$ cat config.mk
export PLATFORM = sky130hd
export DESIGN_NAME = acc_cpu
export DESIGN_NICKNAME = d
export VERILOG_FILES = /design/src/rtl/acc_cpu_pkg.sv /design/src/rtl/acc_rst_sync.sv /design/src/rtl/acc_alu.sv /design/src/rtl/acc_ctrl.sv /design/src/rtl/acc_cpu.sv
export SDC_FILE = /design/constraint.sdc
export NUM_CORES = 1
export LEC_CHECK = 0
export ABC_AREA = 1
export BUFFER_PORTS_ARGS = -buffer_cell sky130_fd_sc_hd__buf_4
export CAP_MARGIN = 40
export CORE_MARGIN = 1.5
export CORE_UTILIZATION = 43
export CTS_CLUSTER_SIZE = 14
export DETAILED_ROUTE_END_ITERATION = 10
export GPL_TIMING_DRIVEN = 0
export PLACE_DENSITY = 0.65
export SLEW_MARGIN = 5
export SYNTH_ARGS = -nofsm -noshare
export SYNTH_HDL_FRONTEND = slang
export SYNTH_SLANG_ARGS = --single-unit
$ cat constraint.sdc
create_clock -name clk -period 2.4 [get_ports clk]
set_clock_uncertainty 0.15 [all_clocks]
set_input_delay 0.12 -clock clk [delete_from_list [all_inputs] [get_ports clk]]
set_output_delay 0.12 -clock clk [all_outputs]
set_load 0.01 [all_outputs]
$ cat src/rtl/acc_cpu_pkg.sv
package acc_cpu_pkg;

  localparam int WORD_W = 16;
  localparam int OP_W   = 4;
  localparam int ADDR_W = WORD_W - OP_W;
  localparam int COND_W = 2;

  typedef enum logic [OP_W-1:0] {
    OP_CALL   = 4'h0,
    OP_LOAD   = 4'h1,
    OP_STORE  = 4'h2,
    OP_ADD    = 4'h3,
    OP_SUB    = 4'h4,
    OP_INPUT  = 4'h5,
    OP_OUTPUT = 4'h6,
    OP_HALT   = 4'h7,
    OP_SKIP   = 4'h8,
    OP_JUMP   = 4'h9,
    OP_CLEAR  = 4'hA
  } opcode_e;

  typedef enum logic [3:0] {
    ST_F_MAR,
    ST_F_RD,
    ST_F_MBR,
    ST_F_IR,
    ST_INC,
    ST_DEC,
    ST_M_RD,
    ST_M_MBR,
    ST_M_EXE,
    ST_S_MBR,
    ST_S_WR,
    ST_C_WR,
    ST_C_PC,
    ST_IN,
    ST_HALT
  } seq_state_e;

  typedef enum logic [2:0] {
    AC_FROM_MBR,
    AC_FROM_SUM,
    AC_FROM_DIFF,
    AC_FROM_ZERO,
    AC_FROM_PORT
  } ac_src_e;

  typedef struct packed {
    logic    mar_from_pc;
    logic    mar_from_ir;
    logic    mbr_from_mem;
    logic    mbr_from_ac;
    logic    ir_ld;
    logic    pc_step;
    logic    pc_from_ir;
    logic    pc_from_mar;
    logic    ac_ld;
    ac_src_e ac_src;
    logic    rd;
    logic    wr;
    logic    wdata_pc;
    logic    out_pulse;
    logic    in_wait;
    logic    stop;
  } ctl_t;

endpackage

$ cat src/rtl/acc_rst_sync.sv
module acc_rst_sync (
  input  logic clk,
  input  logic rst_n,
  output logic rst_n_sync
);
  logic [1:0] stage_q;

  always_ff @(posedge clk or negedge rst_n) begin
    if (!rst_n) stage_q <= 2'b00;
    else        stage_q <= {stage_q[0], 1'b1};
  end

  assign rst_n_sync = stage_q[1];
endmodule

$ cat src/rtl/acc_alu.sv
module acc_alu
  import acc_cpu_pkg::*;
(
  input  logic [WORD_W-1:0] ac_i,
  input  logic [WORD_W-1:0] mbr_i,
  input  logic [COND_W-1:0] cond_i,
  output logic [WORD_W-1:0] sum_o,
  output logic [WORD_W-1:0] diff_o,
  output logic              skip_o
);
  logic neg, zero;

  assign sum_o  = ac_i + mbr_i;
  assign diff_o = ac_i - mbr_i;
  assign neg    = ac_i[WORD_W-1];
  assign zero   = (ac_i == '0);

  always_comb begin
    unique case (cond_i)
      2'b00:   skip_o = neg;
      2'b01:   skip_o = zero;
      2'b10:   skip_o = !neg && !zero;
      default: skip_o = 1'b0;
    endcase
  end
endmodule

$ cat src/rtl/acc_ctrl.sv
module acc_ctrl
  import acc_cpu_pkg::*;
(
  input  logic            clk,
  input  logic            rst_n,
  input  logic [OP_W-1:0] opcode_i,
  input  logic            skip_i,
  input  logic            in_valid_i,
  output ctl_t            ctl_o
);
  seq_state_e state_q, state_d;
  opcode_e    op;

  assign op = opcode_e'(opcode_i);

  always_comb begin
    state_d = state_q;
    ctl_o   = '0;
    unique case (state_q)
      ST_F_MAR: begin ctl_o.mar_from_pc  = 1'b1; state_d = ST_F_RD;  end
      ST_F_RD:  begin ctl_o.rd           = 1'b1; state_d = ST_F_MBR; end
      ST_F_MBR: begin ctl_o.mbr_from_mem = 1'b1; state_d = ST_F_IR;  end
      ST_F_IR:  begin ctl_o.ir_ld        = 1'b1; state_d = ST_INC;   end
      ST_INC:   begin ctl_o.pc_step      = 1'b1; state_d = ST_DEC;   end
      ST_DEC: begin
        state_d = ST_F_MAR;
        case (op)
          OP_CALL:  begin ctl_o.mar_from_ir = 1'b1; state_d = ST_C_WR; end
          OP_LOAD, OP_ADD, OP_SUB:
                    begin ctl_o.mar_from_ir = 1'b1; state_d = ST_M_RD; end
          OP_STORE: begin ctl_o.mar_from_ir = 1'b1; state_d = ST_S_MBR; end
          OP_INPUT:  state_d = ST_IN;
          OP_OUTPUT: ctl_o.out_pulse = 1'b1;
          OP_HALT:   state_d = ST_HALT;
          OP_SKIP:   ctl_o.pc_step = skip_i;
          OP_JUMP:   ctl_o.pc_from_ir = 1'b1;
          OP_CLEAR:  begin ctl_o.ac_ld = 1'b1; ctl_o.ac_src = AC_FROM_ZERO; end
          default:   state_d = ST_F_MAR;
        endcase
      end
      ST_M_RD:  begin ctl_o.rd           = 1'b1; state_d = ST_M_MBR; end
      ST_M_MBR: begin ctl_o.mbr_from_mem = 1'b1; state_d = ST_M_EXE; end
      ST_M_EXE: begin
        ctl_o.ac_ld  = 1'b1;
        ctl_o.ac_src = (op == OP_ADD) ? AC_FROM_SUM :
                       (op == OP_SUB) ? AC_FROM_DIFF : AC_FROM_MBR;
        state_d = ST_F_MAR;
      end
      ST_S_MBR: begin ctl_o.mbr_from_ac = 1'b1; state_d = ST_S_WR; end
      ST_S_WR:  begin ctl_o.wr = 1'b1; state_d = ST_F_MAR; end
      ST_C_WR:  begin ctl_o.wr = 1'b1; ctl_o.wdata_pc = 1'b1; state_d = ST_C_PC; end
      ST_C_PC:  begin ctl_o.pc_from_mar = 1'b1; state_d = ST_F_MAR; end
      ST_IN: begin
        ctl_o.in_wait = 1'b1;
        if (in_valid_i) begin
          ctl_o.ac_ld  = 1'b1;
          ctl_o.ac_src = AC_FROM_PORT;
          state_d      = ST_F_MAR;
        end
      end
      ST_HALT:  ctl_o.stop = 1'b1;
      default:  state_d = ST_F_MAR;
    endcase
  end

  always_ff @(posedge clk or negedge rst_n) begin
    if (!rst_n) state_q <= ST_F_MAR;
    else        state_q <= state_d;
  end

  // a fetch read is always followed by the buffer capture
  p_fetch_capture_r2: assert property (@(posedge clk) disable iff (!rst_n)
    (state_q == ST_F_RD) |=> ctl_o.mbr_from_mem);
endmodule

$ cat src/rtl/acc_cpu.sv
module acc_cpu
  import acc_cpu_pkg::*;
(
  input  logic              clk,
  input  logic              rst_n,
  output logic [ADDR_W-1:0] mem_addr,
  output logic              mem_rd,
  output logic              mem_wr,
  output logic [WORD_W-1:0] mem_wdata,
  input  logic [WORD_W-1:0] mem_rdata,
  input  logic [WORD_W-1:0] in_data,
  input  logic              in_valid,
  output logic              in_ready,
  output logic [WORD_W-1:0] out_data,
  output logic              out_valid,
  output logic              halted
);
  localparam logic [ADDR_W-1:0] ADDR_ONE = ADDR_W'(1);

  logic              rst_s;
  ctl_t              ctl;
  logic [ADDR_W-1:0] pc_q, pc_d, mar_q, mar_d;
  logic [WORD_W-1:0] mbr_q, mbr_d, ir_q, ir_d, ac_q, ac_d;
  logic              pc_en, mar_en, mbr_en, ir_en, ac_en;
  logic [WORD_W-1:0] sum, diff;
  logic              skip;

  acc_rst_sync u_rst (.clk(clk), .rst_n(rst_n), .rst_n_sync(rst_s));

  acc_alu u_alu (
    .ac_i(ac_q), .mbr_i(mbr_q), .cond_i(ir_q[ADDR_W-1 -: COND_W]),
    .sum_o(sum), .diff_o(diff), .skip_o(skip)
  );

  acc_ctrl u_ctrl (
    .clk(clk), .rst_n(rst_s), .opcode_i(ir_q[WORD_W-1 -: OP_W]),
    .skip_i(skip), .in_valid_i(in_valid), .ctl_o(ctl)
  );

  // next-state values and clock enables
  always_comb begin
    pc_en  = ctl.pc_step | ctl.pc_from_ir | ctl.pc_from_mar;
    mar_en = ctl.mar_from_pc | ctl.mar_from_ir;
    mbr_en = ctl.mbr_from_mem | ctl.mbr_from_ac;
    ir_en  = ctl.ir_ld;
    ac_en  = ctl.ac_ld;

    pc_d = pc_q + ADDR_ONE;
    if (ctl.pc_from_ir)  pc_d = ir_q[ADDR_W-1:0];
    if (ctl.pc_from_mar) pc_d = mar_q + ADDR_ONE;

    mar_d = ctl.mar_from_ir ? ir_q[ADDR_W-1:0] : pc_q;
    mbr_d = ctl.mbr_from_ac ? ac_q : mem_rdata;
    ir_d  = mbr_q;

    unique case (ctl.ac_src)
      AC_FROM_SUM:  ac_d = sum;
      AC_FROM_DIFF: ac_d = diff;
      AC_FROM_ZERO: ac_d = '0;
      AC_FROM_PORT: ac_d = in_data;
      default:      ac_d = mbr_q;
    endcase
  end

  always_ff @(posedge clk or negedge rst_s) begin
    if (!rst_s) begin
      pc_q  <= '0;
      mar_q <= '0;
      mbr_q <= '0;
      ir_q  <= '0;
      ac_q  <= '0;
    end else begin
      if (pc_en)  pc_q  <= pc_d;
      if (mar_en) mar_q <= mar_d;
      if (mbr_en) mbr_q <= mbr_d;
      if (ir_en)  ir_q  <= ir_d;
      if (ac_en)  ac_q  <= ac_d;
    end
  end

  assign mem_addr  = mar_q;
  assign mem_rd    = ctl.rd;
  assign mem_wr    = ctl.wr;
  assign mem_wdata = ctl.wdata_pc ? {{(WORD_W-ADDR_W){1'b0}}, pc_q} : mbr_q;
  assign in_ready  = ctl.in_wait;
  assign out_data  = ac_q;
  assign out_valid = ctl.out_pulse;
  assign halted    = ctl.stop;

  // every program counter step advances by exactly one word
  p_pc_step_r2: assert property (@(posedge clk) disable iff (!rst_s)
    ctl.pc_step |=> (pc_q == $past(pc_q) + ADDR_ONE));

  // the call write leaves accumulator and buffer untouched
  p_call_keeps_regs_r8: assert property (@(posedge clk) disable iff (!rst_s)
    (mem_wr && ctl.wdata_pc) |=> ($stable(ac_q) && $stable(mbr_q)));

  // accumulator holds while the input port is empty
  p_in_wait_r10: assert property (@(posedge clk) disable iff (!rst_s)
    (in_ready && !in_valid) |=> $stable(ac_q));

  // output valid lasts one cycle
  p_out_pulse_r11: assert property (@(posedge clk) disable iff (!rst_s)
    out_valid |=> !out_valid);

  // halt is sticky and quiet
  p_halt_sticky_r12: assert property (@(posedge clk) disable iff (!rst_s)
    halted |=> halted);
  p_halt_quiet_r12: assert property (@(posedge clk) disable iff (!rst_s)
    halted |-> (!mem_rd && !mem_wr));

  // never read and write together
  p_one_strobe_r13: assert property (@(posedge clk) disable iff (!rst_s)
    !(mem_rd && mem_wr));
endmodule

# [Word-level counts from Yosys, hierarchy flattened]
# Cells that the tools add are included.
[totals] regBits=78 in_bits=35 out_inout_bits=49 word_cells=93
[classes] add_sub_neg=4 eq_ne=31 mux=33 bitwise=5 reduce_logical=13
[ops] operator="case mux 16 bit (4 select lines)" count=1
[ops] operator="case mux 4 bit (12 select lines)" count=1
[ops] operator="== test 4 bit (second input constant)" count=10
[ops] operator="2-to-1 mux 12 bit" count=3
[ops] operator="== test 4 x 3 -> 1 bit (second input constant)" count=8
[ops] operator="2-to-1 mux 16 bit" count=2
[ops] operator="adder 12 x 1 -> 12 bit (second input constant)" count=2
[ops] operator="case mux 4 bit (5 select lines)" count=1
[ops] operator="2-to-1 mux 1 bit" count=17
[ops] operator="adder 16 bit" count=1
[ops] operator="== test 4 x 2 -> 1 bit (second input constant)" count=4
[ops] operator="logical NOT 16 bit" count=1
[ops] operator="subtractor 16 bit" count=1
[ops] operator="2-to-1 mux 4 bit" count=3
[ops] operator="case mux 4 bit (3 select lines)" count=1
[ops] operator="== test 4 x 1 -> 1 bit (second input constant)" count=2
[ops] operator="logical NOT 4 bit" count=2
[ops] operator="== test 3 x 2 -> 1 bit (second input constant)" count=2
[ops] operator="OR reduction 2 bit" count=3
[ops] operator="OR reduction 5 bit" count=1
[ops] operator="bitwise OR 1 bit" count=4
[ops] operator="== test 3 x 1 -> 1 bit (second input constant)" count=1
[ops] operator="== test 3 bit (second input constant)" count=1
[ops] operator="2-to-1 mux 3 bit" count=1
[ops] operator="other kinds (12)" count=13

# [Longest topological paths before layout]
# Gate-level depths: netlist (run 1).
[logic_depth] depth_word=8 ltp_mapped=25 ltp_nobuf=25

# [Cells and area by module]
# A second synthesis (run 1) with hierarchy kept.
[hier_totals] hier_cells=1021 area_unflattened_um2=6682.7
[by_module_without_submodules] mod="acc_cpu" instances=1 cells_per_inst=546 area_each_um2=4108.9 seq_area_each_um2=1801.7
[by_module_without_submodules] mod="acc_alu" instances=1 cells_per_inst=381 area_each_um2=2039.5 seq_area_each_um2=0.0
[by_module_without_submodules] mod="acc_ctrl" instances=1 cells_per_inst=91 area_each_um2=480.5 seq_area_each_um2=100.1
[by_module_without_submodules] mod="acc_rst_sync" instances=1 cells_per_inst=3 area_each_um2=53.8 seq_area_each_um2=50.0

# [Least setup slack after synthesis (run 1)]
# OpenSTA, ideal clock, no wires.
[synth_timing] kind="reg-to-reg" from="register u_ctrl.state_q[0]" to="register ac_q[5] (netlist: out_data[5])" setup_time_ps=120 arrival_ps=2561 required_ps=2130 path_slack_ps=-430 path_stages_with_launch=18 n_path_buf=1 synth_period_minus_slack_ps=2830 path_cell_list="dfrtp_1 -> nor2_4 -> inv_2 -> nor2_4 -> nand2_2 -> buf_2 -> inv_1 -> nor2_1 -> xor2_1 -> ha_1 -> nand2_1 -> o21bai_1 -> nand3_1 -> or2_2 -> nand3_1 -> o211ai_1 -> o21ai_0 -> inv_1"
[synth_via] elab_chain_len=4 elab_cells_between_ends=9 cone_classes="eq/ne (7); mux (2)"
[synth_lines] item="start: declaration" line_no="acc_ctrl.sv:11" source="seq_state_e state_q, state_d;"
[synth_lines] item="start signal: assignment" line_no="acc_ctrl.sv:68" source="else state_q <= state_d;"
[synth_lines] item="== test 4 bit / == test 4 x 3 -> 1 bit (equally long branches)" line_no="acc_ctrl.sv:19" source="unique case (state_q)"
[synth_lines] item="case mux 4 bit (3 select lines) *" line_no="acc_ctrl.sv:19"
[synth_lines] item="== test 3 bit, or another cell as far along" line_no="acc_cpu.sv:56" source="unique case (ctl.ac_src)"
[synth_lines] item="case mux 16 bit (4 select lines)" line_no="acc_cpu.sv:56"
[synth_lines] item="end signal: assignment" line_no="acc_cpu.sv:71" source="ac_q <= '0;"
[synth_lines] item="end signal: assignment" line_no="acc_cpu.sv:77" source="if (ac_en) ac_q <= ac_d;"
[synth_lines] item="end: declaration" line_no="acc_cpu.sv:23" source="logic [WORD_W-1:0] mbr_q, mbr_d, ir_q, ir_d, ac_q, ac_d;"
# Every way passes the cells marked *; elsewhere a longest branch is shown, timed or not.
# A chain may end at the register's enable or synchronous reset.

# [Final worst setup path (run 1)]
[layout_timing] from="register mbr_q[0] (netlist: ir_d[0])" to="register ac_q[15] (netlist: out_data[15])"
[layout_via] elab_chain_len=2 elab_cells_between_ends=3 cone_classes="add/sub (2); mux (1)"
[layout_lines] item="start: declaration" line_no="acc_cpu.sv:23"
[layout_lines] item="start signal: assignment" line_no="acc_cpu.sv:75" source="if (mbr_en) mbr_q <= mbr_d;"
[layout_lines] item="subtractor 16 bit / adder 16 bit (equally long branches)" line_no="acc_alu.sv:14, acc_alu.sv:13"
[layout_lines] item="case mux 16 bit (4 select lines) *" line_no="acc_cpu.sv:56"
# Marks and branches as above.

==> results of run 1 <==
==> per-stage QoR <==
step / utilization [%] / setup WS (ns) / std cells / TNS [ns] / area (um^2)
floorplan: - / -0.293 / 847 / -2.52 / 5820
global placement: 50.7 / -0.748 / 1106 / -8.26 / 6670
detailed placement: 51.0 / -0.771 / 1107 / -8.29 / 6700
CTS: 60.5 / -0.679 / 1197 / -6.13 / 7950
global route: 62.9 / -0.683 / 1208 / -6.19 / 8270
finish: 62.9 / -0.522 / 1208 / -4.40 / 8270
==> path summary, 6_finish.rpt <==
kind	start	cells past startpoint	to
worst max-delay path	ir_d[0]$_DFFE_PN0P_	22	out_data[15]$_DFFE_PN0P_
worst min-delay path	in_data[12]	5	out_data[12]$_DFFE_PN0P_
worst max register to register	ir_d[0]$_DFFE_PN0P_	22	out_data[15]$_DFFE_PN0P_
worst min register to register	u_rst.stage_q[1]$_DFF_PN0_	0	pc_q[3]$_DFFE_PN0P_
max in group asynchronous	u_rst.stage_q[1]$_DFF_PN0_	1	ir_d[2]$_DFFE_PN0P_
min in group asynchronous	u_rst.stage_q[1]$_DFF_PN0_	0	pc_q[3]$_DFFE_PN0P_
==> timing repair <==
action | CTS | global route
hold buffers | 33 | 0
setup buffers | 42 | 15
endpoints found under the setup margin | 31 | 41
hold endpoints to repair | 33 | 0
pin swaps | 46 | 41
gates resized for setup | 80 | 66
gates cloned | 0 | 2
==> placed cells by master (no fill, tap or decap), types with 5 or more instances in the layout <==
cell           Yosys  final
nand3_2            1      9
a21oi_1           37     27
nor2_2             2      9
dlygate4sd3_1      0     33
o21ai_0           85     76
ha_1              18      8
nand4_1            8      8
clkbuf_1           8      5
nor3_1            16     11
nand2_4            0     12
ha_4               0      8
xor2_1            19     17
dfrtp_1           78     74
xnor2_1            5      5
o221ai_1           8      6
inv_2              4     20
a21oi_2            0      6
nand2_2            6     21
buf_4              4    132
nand3_1           66     57
buf_2             12     10
nand2_1          237    211
o21ai_1            0      5
nor2_4             5      9
o211ai_1          23     23
o22ai_1            5      5
inv_1            108     88
clkbuf_16          0      9
buf_6              2     10
nor2_1            66     55
==> worst max-delay path, stage by stage, from the launching register on <==
cell     delay (ns)
dfrtp_1        0.41
inv_4          0.07
ha_4           0.13
inv_4          0.04
nor3_4         0.16
nand3_2        0.13
nor3_4         0.16
nand2_2        0.11
o21ai_2        0.18
xor2_2         0.20
ha_4           0.25
a21oi_2        0.17
nor2_1         0.06
nor2_1         0.11
nand2_1        0.06
inv_1          0.06
nand2_2        0.07
inv_2          0.05
nand2_1        0.04
nand3_1        0.06
nand2_1        0.05
nand2_1        0.06
nand2_1        0.04
==> power by group through the flow <==
stage / clock network (W) / registers (W) / logic, W
2_1_floorplan: 0 / 0.00248 / 0.00429
3_3_place_gp: 0 / 0.00258 / 0.00610
3_5_place_dp: 0 / 0.00257 / 0.00617
4_1_cts: 0.00165 / 0.00254 / 0.00761
5_1_grt: 0.00170 / 0.00267 / 0.00955
6_report: 0.00164 / 0.00260 / 0.00876
==> area by class of cell <==
type / count / area [um^2]
fillers: 1126 / 4870
multi-input cells: 632 / 3740
flip-flops and latches: 78 / 1960
repair buffers: 170 / 1420
inverters: 112 / 435
clock buffers: 11 / 243
well taps: 176 / 220
plain buffers: 24 / 144
clock inverters: 5 / 106
==> cells in the mapped netlist (all sizes together), types with 2 or more instances <==
| cell type | count |
|---|---|
| a21o | 2 |
| a21oi | 37 |
| a22oi | 2 |
| a31oi | 5 |
| buf | 18 |
| clkbuf | 8 |
| dfrtp | 78 |
| ha | 18 |
| inv | 112 |
| nand2 | 243 |
| nand3 | 67 |
| nand3b | 3 |
| nand4 | 8 |
| nor2 | 73 |
| nor3 | 16 |
| o2111ai | 2 |
| o211ai | 23 |
| o21ai | 85 |
| o221ai | 8 |
| o22ai | 5 |
| or2 | 4 |
| xnor2 | 5 |
| xor2 | 19 |
==> cells by family after synthesis <==
group / count (synthesis) / share of synthesized area [%]
xor+xnor: 24 / 3.66
compound gates: 171 / 17.1
buf+inv: 138 / 9.80
other cells: 1 / 0.0653
fa+ha+maj: 19 / 4.27
simple gates: 416 / 31.2
flops: 78 / 34.0
==> flip-flops by register name, indices dropped and copies added, names as in the netlist <==
register / flops
ir_q: 16
u_ctrl.state_q: 4
out_data: 16
mem_addr: 12
ir_d: 16
pc_q: 12
u_rst.stage_q: 2
==> per-layer routing <==
metal,vias up,global-route usage [%]
met4,0,15.4
met1,3007,35.4
li1,3147,-
met3,64,3.62
met2,271,48.7
met5,-,0
==> flow_summary.yaml, run 1 <==
pwr:
  leakagePower_nw: 3.94
  seqPwrFrac_pct: 20.0
  p_clk_share_pct: 12.6
  power_density_nw_per_um2: 1570
  p_comb_share_pct: 67.4
  swShare_pct: 48.3
  p_int_w: 0.00672
  vdd_drop_max_v: 0.00105
  power_w: 0.0130
  switching_power_w: 0.00629
routing:
  met2_length_mm: 9.80
  antenna_left: 0
  wl_met1_mm: 8.29
  drt_iter0_drc: 464
  routed-wl-met3_mm: 1.06
  drt_first_pass_iters: 5
  num_vias: 6489
  top_layer: "met4"
  vias_per_cell: 5.37
  drc: 0
  finalWirelength_mm: 20.0
  wl_per_cell_um: 16.6
global_routing:
  grt_pass1_wl_mm: 31.5
  first_global_vias: 6231
  track_usage_pct: 28.7
  grt_max_degree: 56
  grt.overflow.total: 0
  antenna_found_initial: 0
floorplanning:
  core_area_um2: 13100
  rows: 42
  pin_count: 84
  start_util_pct: 43.7
  fp.dieH_um: 119
  die_area_um2: 14100
  die_w_um: 119
status:
  outcome: "finished with violations"
  violations: "setup timing"
clock_network:
  clkTransAtPathRegs_ns: 0.06
  root_buffer: "clkbuf_16"
  ctsLongestPathBuffers: 2
  cts_buffers: 9
  clk_latency_ns: 0.36
  h-tree-depth: 3
  cts_tree: "yes"
  cts_sinks: 78
sta:
  setup_violations: 13
  worst_slack_ns: -0.522
  whs_ns: 0.0354
  rsz0062_at_grt: "true"
  drv_slew: 0
  period_needed_ns: 2.92
  fmaxAchievable_mhz: 342
  fin_crit_sh_pct: 122
  hold_viol: 0
synth:
  yosysTopAreaCell: "dfrtp_1"
  synth-seq-cells: 78
  yosysSeqAreaShare_pct: 34.0
  synthArstFlopShare_pct: 100
  syn_area_um2: 5740
  ys.flop_type: "dfrtp_1"
  synth_edf_count: 0
  yosysTopAreaCellShare_pct: 34.0
  synth.area.top_cells: "dfrtp_1 34%, nand2_1 15%, o21ai_0 7.4%"
  syn_inst: 847
  avgSynthCellArea_um2: 6.78
  synthDistinctLibCells: 36
  synth_nets: 901
  yosysWarnings: 0
place:
  gp_congestion: 0.932
  hpwl_mm: 14.1
  io_buffers: 83
critical_path:
  start_kind: "register"
  crit_required_ns: 2.50
  crit_fanout: 5
  crit_arrival_ns: 3.02
  crit_type: "register to register"
  r2r_slack_ns: -0.52
  crit_path_end_kind: "register"
min_path:
  hp-class: "primary input to register"
finish:
  drive_above_1_share_pct: 29.3
  diodes: 0
  syn_to_final_growth_pct: 44.0
  fin_nets: 1081
flow_run:
  maxCapViolations: 0
Power figures use the tool's default switching activity.
==> run 2: changes to the inputs <==
CORE_UTILIZATION = 45   (was 43)
PLACE_DENSITY = 0.68   (was 0.65)
==> run 2 against run 1 <==
  * The run still ends with setup timing left
  * Utilization increased by 2.8 points
  * Final area fell by 0.56%
  * Sequential power is essentially flat
  * Power increased by 1.4%
  * Sequential share of layout area rose by 0.12 points
  * Worst hold slack worse by 0.014 ns
  * Sequential cell count unchanged
  * Register-to-register slack worse by 0.07 ns
  * Critical path type unchanged
  * Largest power group unchanged
==> flow_summary.yaml, run 2 (same netlist as run 1, synthesis figures left out) <==
sta:
  hold_viol: 0
  rsz0062_at_grt: "true"
  whs_ns: 0.0213
  max_slew_margin_pct: 67.0
  worstMarginPinSlew_ns: 0.492
  fin_crit_sh_pct: 125
  period_needed_ns: 2.99
  setup_violations: 13
  fmaxAchievable_mhz: 335
  worst_slack_ns: -0.589
  drv_slew: 0
global_routing:
  grt_max_degree: 51
  first_global_vias: 6247
  antenna_found_initial: 0
  grt.overflow.total: 0
  track_usage_pct: 29.8
  grt_pass1_wl_mm: 30.6
routing:
  routed-wl-met3_um: 930
  antenna_left: 0
  top_layer: "met4"
  vias_per_cell: 5.41
  drc: 0
  wl_met1_mm: 8.25
  drt_iter0_drc: 459
  num_vias: 6470
  finalWirelength_mm: 19.8
  drt_first_pass_iters: 5
  met2_length_mm: 9.78
  wl_per_cell_um: 16.6
clock_network:
  cts_sinks: 78
  cts_tree: "yes"
  cts_buffers: 9
  ctsLongestPathBuffers: 2
  clkTransAtPathRegs_ns: 0.07
  h-tree-depth: 3
  root_buffer: "clkbuf_16"
  clk_latency_ns: 0.35
floorplanning:
  rows: 41
  die_w_um: 116
  core_area_um2: 12500
  die_area_um2: 13400
  start_util_pct: 45.9
  pin_count: 84
  fp.dieH_um: 116
flow_run:
  maxCapViolations: 0
place:
  io_buffers: 83
  hpwl_mm: 14.1
  gp_congestion: 0.936
  place_inst: 1103
critical_path:
  start_kind: "register"
  crit_required_ns: 2.49
  crit_type: "register to register"
  crit_arrival_ns: 3.08
  crit_fanout: 3
  r2r-start: "ir_d[1]$_DFFE_PN0P_"
  r2r_slack_ns: -0.59
  r2r_cells: 22
  r2r_end: "out_data[15]$_DFFE_PN0P_"
  crit_path_end_kind: "register"
min_path:
  min_path_cells: 5
  min_from: "in_data[14]"
  hp-class: "primary input to register"
  min_to: "out_data[14]$_DFFE_PN0P_"
finish:
  final_cell_mix: "209 x nand2_1, 124 x buf_4, 87 x inv_1"
  diodes: 0
  syn_to_final_growth_pct: 43.2
  fin_nets: 1072
  layout_commonest_cell: "nand2_1"
  drive_above_1_share_pct: 29.1
  fill_cells: 1123
  layout.cells.non_filler: 1195
pwr:
  leakagePower_nw: 3.88
  power_w: 0.0132
  vdd_drop_max_v: 0.00114
  power_density_nw_per_um2: 1600
status:
  violations: "setup timing"
  outcome: "finished with violations"
## run 2: cell types whose count changed in the layout (fill, tap and decap cells not counted), sizes merged
cell         before  now
inv             112  111
nand2           244  243
buf             154  147
clkinv            1    2
clkinvlp          1    3
dlygate4sd3      33   32
bufinv            3    1
## run 2: area by class of cell
cell class                 count  area (um^2)  area share (%)
tap                          172          215            2.62
clock inverter                 5         57.6           0.700
clock buffer                  11          253            3.07
buffer                        25          158            1.92
timing repair buffer         161         1340            16.3
multi-input combinational    631         3800            46.2
inverter                     112          440            5.36
sequential                    78         1960            23.8
## run 2: through the flow
step | area [um^2] | TNS, ns | worst slack (ns) | util, %
2_1_floorplan | 5820 | -2.52 | -0.293 | -
3_3_place_gp | 6660 | -8.15 | -0.808 | 53.2
3_5_place_dp | 6690 | -8.31 | -0.824 | 53.4
4_1_cts | 7870 | -5.26 | -0.713 | 62.9
5_1_grt | 8220 | -6.73 | -0.805 | 65.7
6_report | 8220 | -4.98 | -0.589 | 65.7
## run 2: worst max-delay path, stage by stage (launching register included)
cell and delay [ns]:
dfrtp_1 0.40, inv_2 0.09, ha_4 0.13, inv_4 0.04, nor3_4 0.12, nand3_2 0.15, nor3_4 0.18, nand2_2 0.10
o21ai_2 0.14, xor2_1 0.22, ha_1 0.32, a21oi_2 0.17, nor2_1 0.05, nor2_1 0.10, nand2_1 0.06, inv_1 0.06
nand2_2 0.08, inv_2 0.05, nand2_1 0.04, nand3_1 0.05, nand2_1 0.06, nand2_1 0.06, nand2_1 0.05
## run 2: layer usage
layer	vias up	GRT usage [%]
met5	-	0
met4	0	14.4
met3	66	2.93
met2	241	53.3
met1	3014	35.9
li1	3149	-
## run 2: report_power, final
part           total, W  internal (W)  switching (W)
sequential      0.00259       0.00188       0.000705
clock           0.00146      0.000861       0.000599
combinational   0.00914       0.00400        0.00514
## run 2: worst max path at each step
stage                                   from                        to
2_1_floorplan  u_ctrl.state_q[0]$_DFFE_PN0P_   out_data[5]$_DFFE_PN0P_
3_3_place_gp             ir_d[0]$_DFFE_PN0P_  out_data[15]$_DFFE_PN0P_
3_5_place_dp             ir_d[0]$_DFFE_PN0P_  out_data[15]$_DFFE_PN0P_
4_1_cts                  ir_d[0]$_DFFE_PN0P_  out_data[15]$_DFFE_PN0P_
5_1_grt                  ir_d[1]$_DFFE_PN0P_  out_data[15]$_DFFE_PN0P_
6_report                 ir_d[1]$_DFFE_PN0P_  out_data[15]$_DFFE_PN0P_
## run 2: repair_timing
action | in CTS | in global routing
gates resized for setup | 85 | 72
endpoints found under the setup margin | 31 | 35
hold endpoints to repair | 32 | 0
pin swaps | 48 | 27
buffers inserted | 37 | 10
hold buffers | 32 | 0
==> run 3: changes to the inputs <==
PLACE_DENSITY = 0.67   (was 0.68)
SYNTH_HIERARCHICAL = 1   (was default)
==> run 3 against run 2 <==
  * The run ends with hold timing left
  * Die area rose by 16%
  * Utilization fell by 8.4 points
  * Power fell by 3.4%
  * Worst hold slack got worse by 0.030 ns
  * Largest cell class unchanged
==> flow_summary.yaml, run 3 <==
status:
  outcome: "finished with violations"
  violations: "hold timing"
synth:
  synth_edf_count: 0
  yosysMostFrequentCell: "nand2_1"
  yosysWarnings: 6
  syn_area_um2: 6680
  yosysTopAreaCellShare_pct: 29.2
  yosysTopAreaCell: "dfrtp_1"
  yosysSeqAreaShare_pct: 29.2
  avgSynthCellArea_um2: 6.55
  synthArstFlopShare_pct: 100
  synthDistinctLibCells: 44
  ys.flop_type: "dfrtp_1"
  synth-seq-cells: 78
  synth_nets: 1090
  synth_commonest_cells: "284 x nand2_1, 139 x inv_1, 105 x nor2_1"
  syn_inst: 1021
  synth.area.top_cells: "dfrtp_1 29%, nand2_1 16%, inv_1 7.8%"
min_path:
  hp-class: "primary input to register"
critical_path:
  start_kind: "register"
  crit_buf_inv: 3
  slowest_stage: "fa_2"
  crit_required_ns: 2.48
  cpMostUsedCell: "nand3_2"
  crit_fanout: 3
  crit_arrival_ns: 2.40
  crit_type: "register to register"
  max_stage_delay_ns: 0.41
  crit_path_cell_trace: "inv_2 -> ha_2 -> fa_2 -> inv_1 -> nand3_2 -> nand2_2 -> buf_4 -> nand3_2 -> nand4_1 -> nand2_1 -> nand2_1 -> nand3_2 -> o22a_2"
  crit_path_end_kind: "register"
  cp_top_family: "adder cells"
place:
  hpwl_mm: 16.5
  io_buffers: 83
  post-place-ws_ns: -0.359
  gp_congestion: 0.907
global_routing:
  first_global_vias: 6606
  grt_pass1_wl_mm: 34.2
  grt_max_degree: 46
  track_usage_pct: 27.2
  grt.overflow.total: 0
  antenna_found_initial: 0
routing:
  vias_per_cell: 5.38
  drt_iter0_drc: 600
  drt_first_pass_iters: 5
  num_vias: 7206
  drc: 0
  wl_per_cell_um: 16.0
  antenna_left: 0
  finalWirelength_mm: 21.4
finish:
  fill_cells: 1436
  layout_commonest_cell: "nand2_1"
  syn_to_final_growth_pct: 24.7
  fin_nets: 1220
  drive_above_1_share_pct: 20.8
  final_cell_mix: "281 x nand2_1, 137 x inv_1, 108 x buf_4"
  diodes: 0
  final_core_util_pct: 57.3
pwr:
  power_w: 0.0127
  power_density_nw_per_um2: 1530
  leakagePower_nw: 4.20
  p_int_w: 0.00622
  switching_power_w: 0.00653
  swShare_pct: 51.2
  seqPwrFrac_pct: 22.4
  p_clk_share_pct: 10.9
  vdd_drop_max_v: 0.000753
  p_comb_share_pct: 66.7
clock_network:
  clk_latency_ns: 0.34
  h-tree-depth: 3
  clkTransAtPathRegs_ns: 0.06
  cts_buffers: 9
  ctsLongestPathBuffers: 2
  cts_tree: "yes"
  cts_sinks: 78
  root_buffer: "clkbuf_16"
sta:
  worstMarginPinSlew_ns: 0.604
  whs_ns: -0.00862
  drv_slew: 0
  rsz0062_at_grt: "true"
  fin_crit_sh_pct: 96.5
  period_needed_ns: 2.32
  fmaxAchievable_mhz: 432
  hold_viol: 3
  max_slew_margin_pct: 59.7
  setup_violations: 0
  worst_slack_ns: 0.0834
floorplanning:
  die_area_um2: 15600
  start_util_pct: 46.0
  pin_count: 84
  fp.dieH_um: 125
  die_w_um: 125
  core_area_um2: 14500
  rows: 44
flow_run:
  maxCapViolations: 0
## run 3: final timing paths
| check | slack [ns] | endpoint | from | cells after the start |
|---|---|---|---|---|
| worst max-delay path | 0.08 | out_data[12]$_DFFE_PN0P_ | out_data[0]$_DFFE_PN0P_ | 13 |
| worst min-delay path | -0.009 | out_data[0]$_DFFE_PN0P_ | in_data[0] | 4 |
| worst max register to register | 0.08 | out_data[12]$_DFFE_PN0P_ | out_data[0]$_DFFE_PN0P_ | 13 |
| worst min register to register | 0.14 | mem_addr[1]$_DFFE_PN0P_ | u_rst/stage_q[1]$_DFF_PN0_ | 0 |
| max in group asynchronous | 1.35 | ir_d[11]$_DFFE_PN0P_ | u_rst/stage_q[1]$_DFF_PN0_ | 1 |
| min in group asynchronous | 0.14 | mem_addr[1]$_DFFE_PN0P_ | u_rst/stage_q[1]$_DFF_PN0_ | 0 |
## run 3: cell type report
| class | instances | area [um^2] | area share, % |
|---|---|---|---|
| multi-input combinational | 749 | 3990 | 47.9 |
| sequential | 78 | 1970 | 23.7 |
| timing repair buffer | 120 | 973 | 11.7 |
| inverter | 151 | 567 | 6.80 |
| buffer | 42 | 294 | 3.53 |
| clock buffer | 12 | 256 | 3.08 |
| tap | 184 | 230 | 2.76 |
| clock inverter | 4 | 45.0 | 0.541 |
## run 3: routing by layer
layer / track usage, % / routed length (um)
met5: 0 / 0
met1: 40.7 / 10000
met2: 42.0 / 9580
met3: 4.21 / 1550
met4: 5.21 / 223
## run 3: metrics by stage
| stage | area, um^2 | cells | TNS (ns) |
|---|---|---|---|
| after floorplan | 6680 | 1021 | 0 |
| after global placement | 7540 | 1288 | -4.12 |
| after detailed placement | 7570 | 1289 | -4.81 |
| after CTS | 8110 | 1329 | 0 |
| after global routing | 8330 | 1340 | -0.0623 |
| final | 8330 | 1340 | 0 |
## run 3: cell families (layout without fill, tap and decap cells)
group / after synthesis / count (layout) / synth area share [%]
fa+ha+maj: 34 / 34 / 6.59
compound gates: 188 / 188 / 16.7
simple gates: 508 / 508 / 32.4
flops: 78 / 78 / 29.2
buf+inv: 194 / 329 / 12.6
other cells: 1 / 1 / 0.0561
xor+xnor: 18 / 18 / 2.36
## run 3: timing repair
item / in CTS / in global routing
setup endpoints to repair: 41 / 57
hold endpoints to repair: 21 / 0
pin swaps: 2 / 5
hold buffers: 21 / 0
buffers inserted: 3 / 12
resized for setup: 10 / 58
## run 3: power groups by stage
stage               Sequential, W  Clock (W)  Combinational [W]
floorplan                 0.00265          0            0.00580
global placement          0.00285          0            0.00783
detailed placement        0.00284          0            0.00791
CTS                       0.00283    0.00140            0.00801
global route              0.00294    0.00146            0.00951
finish                    0.00285    0.00139            0.00850
## run 3: tightest hold or removal path, stage by stage
cell	delay, ns
buf_4	0.07
nand2_1	0.04
nand3_1	0.08
o22a_1	0.13
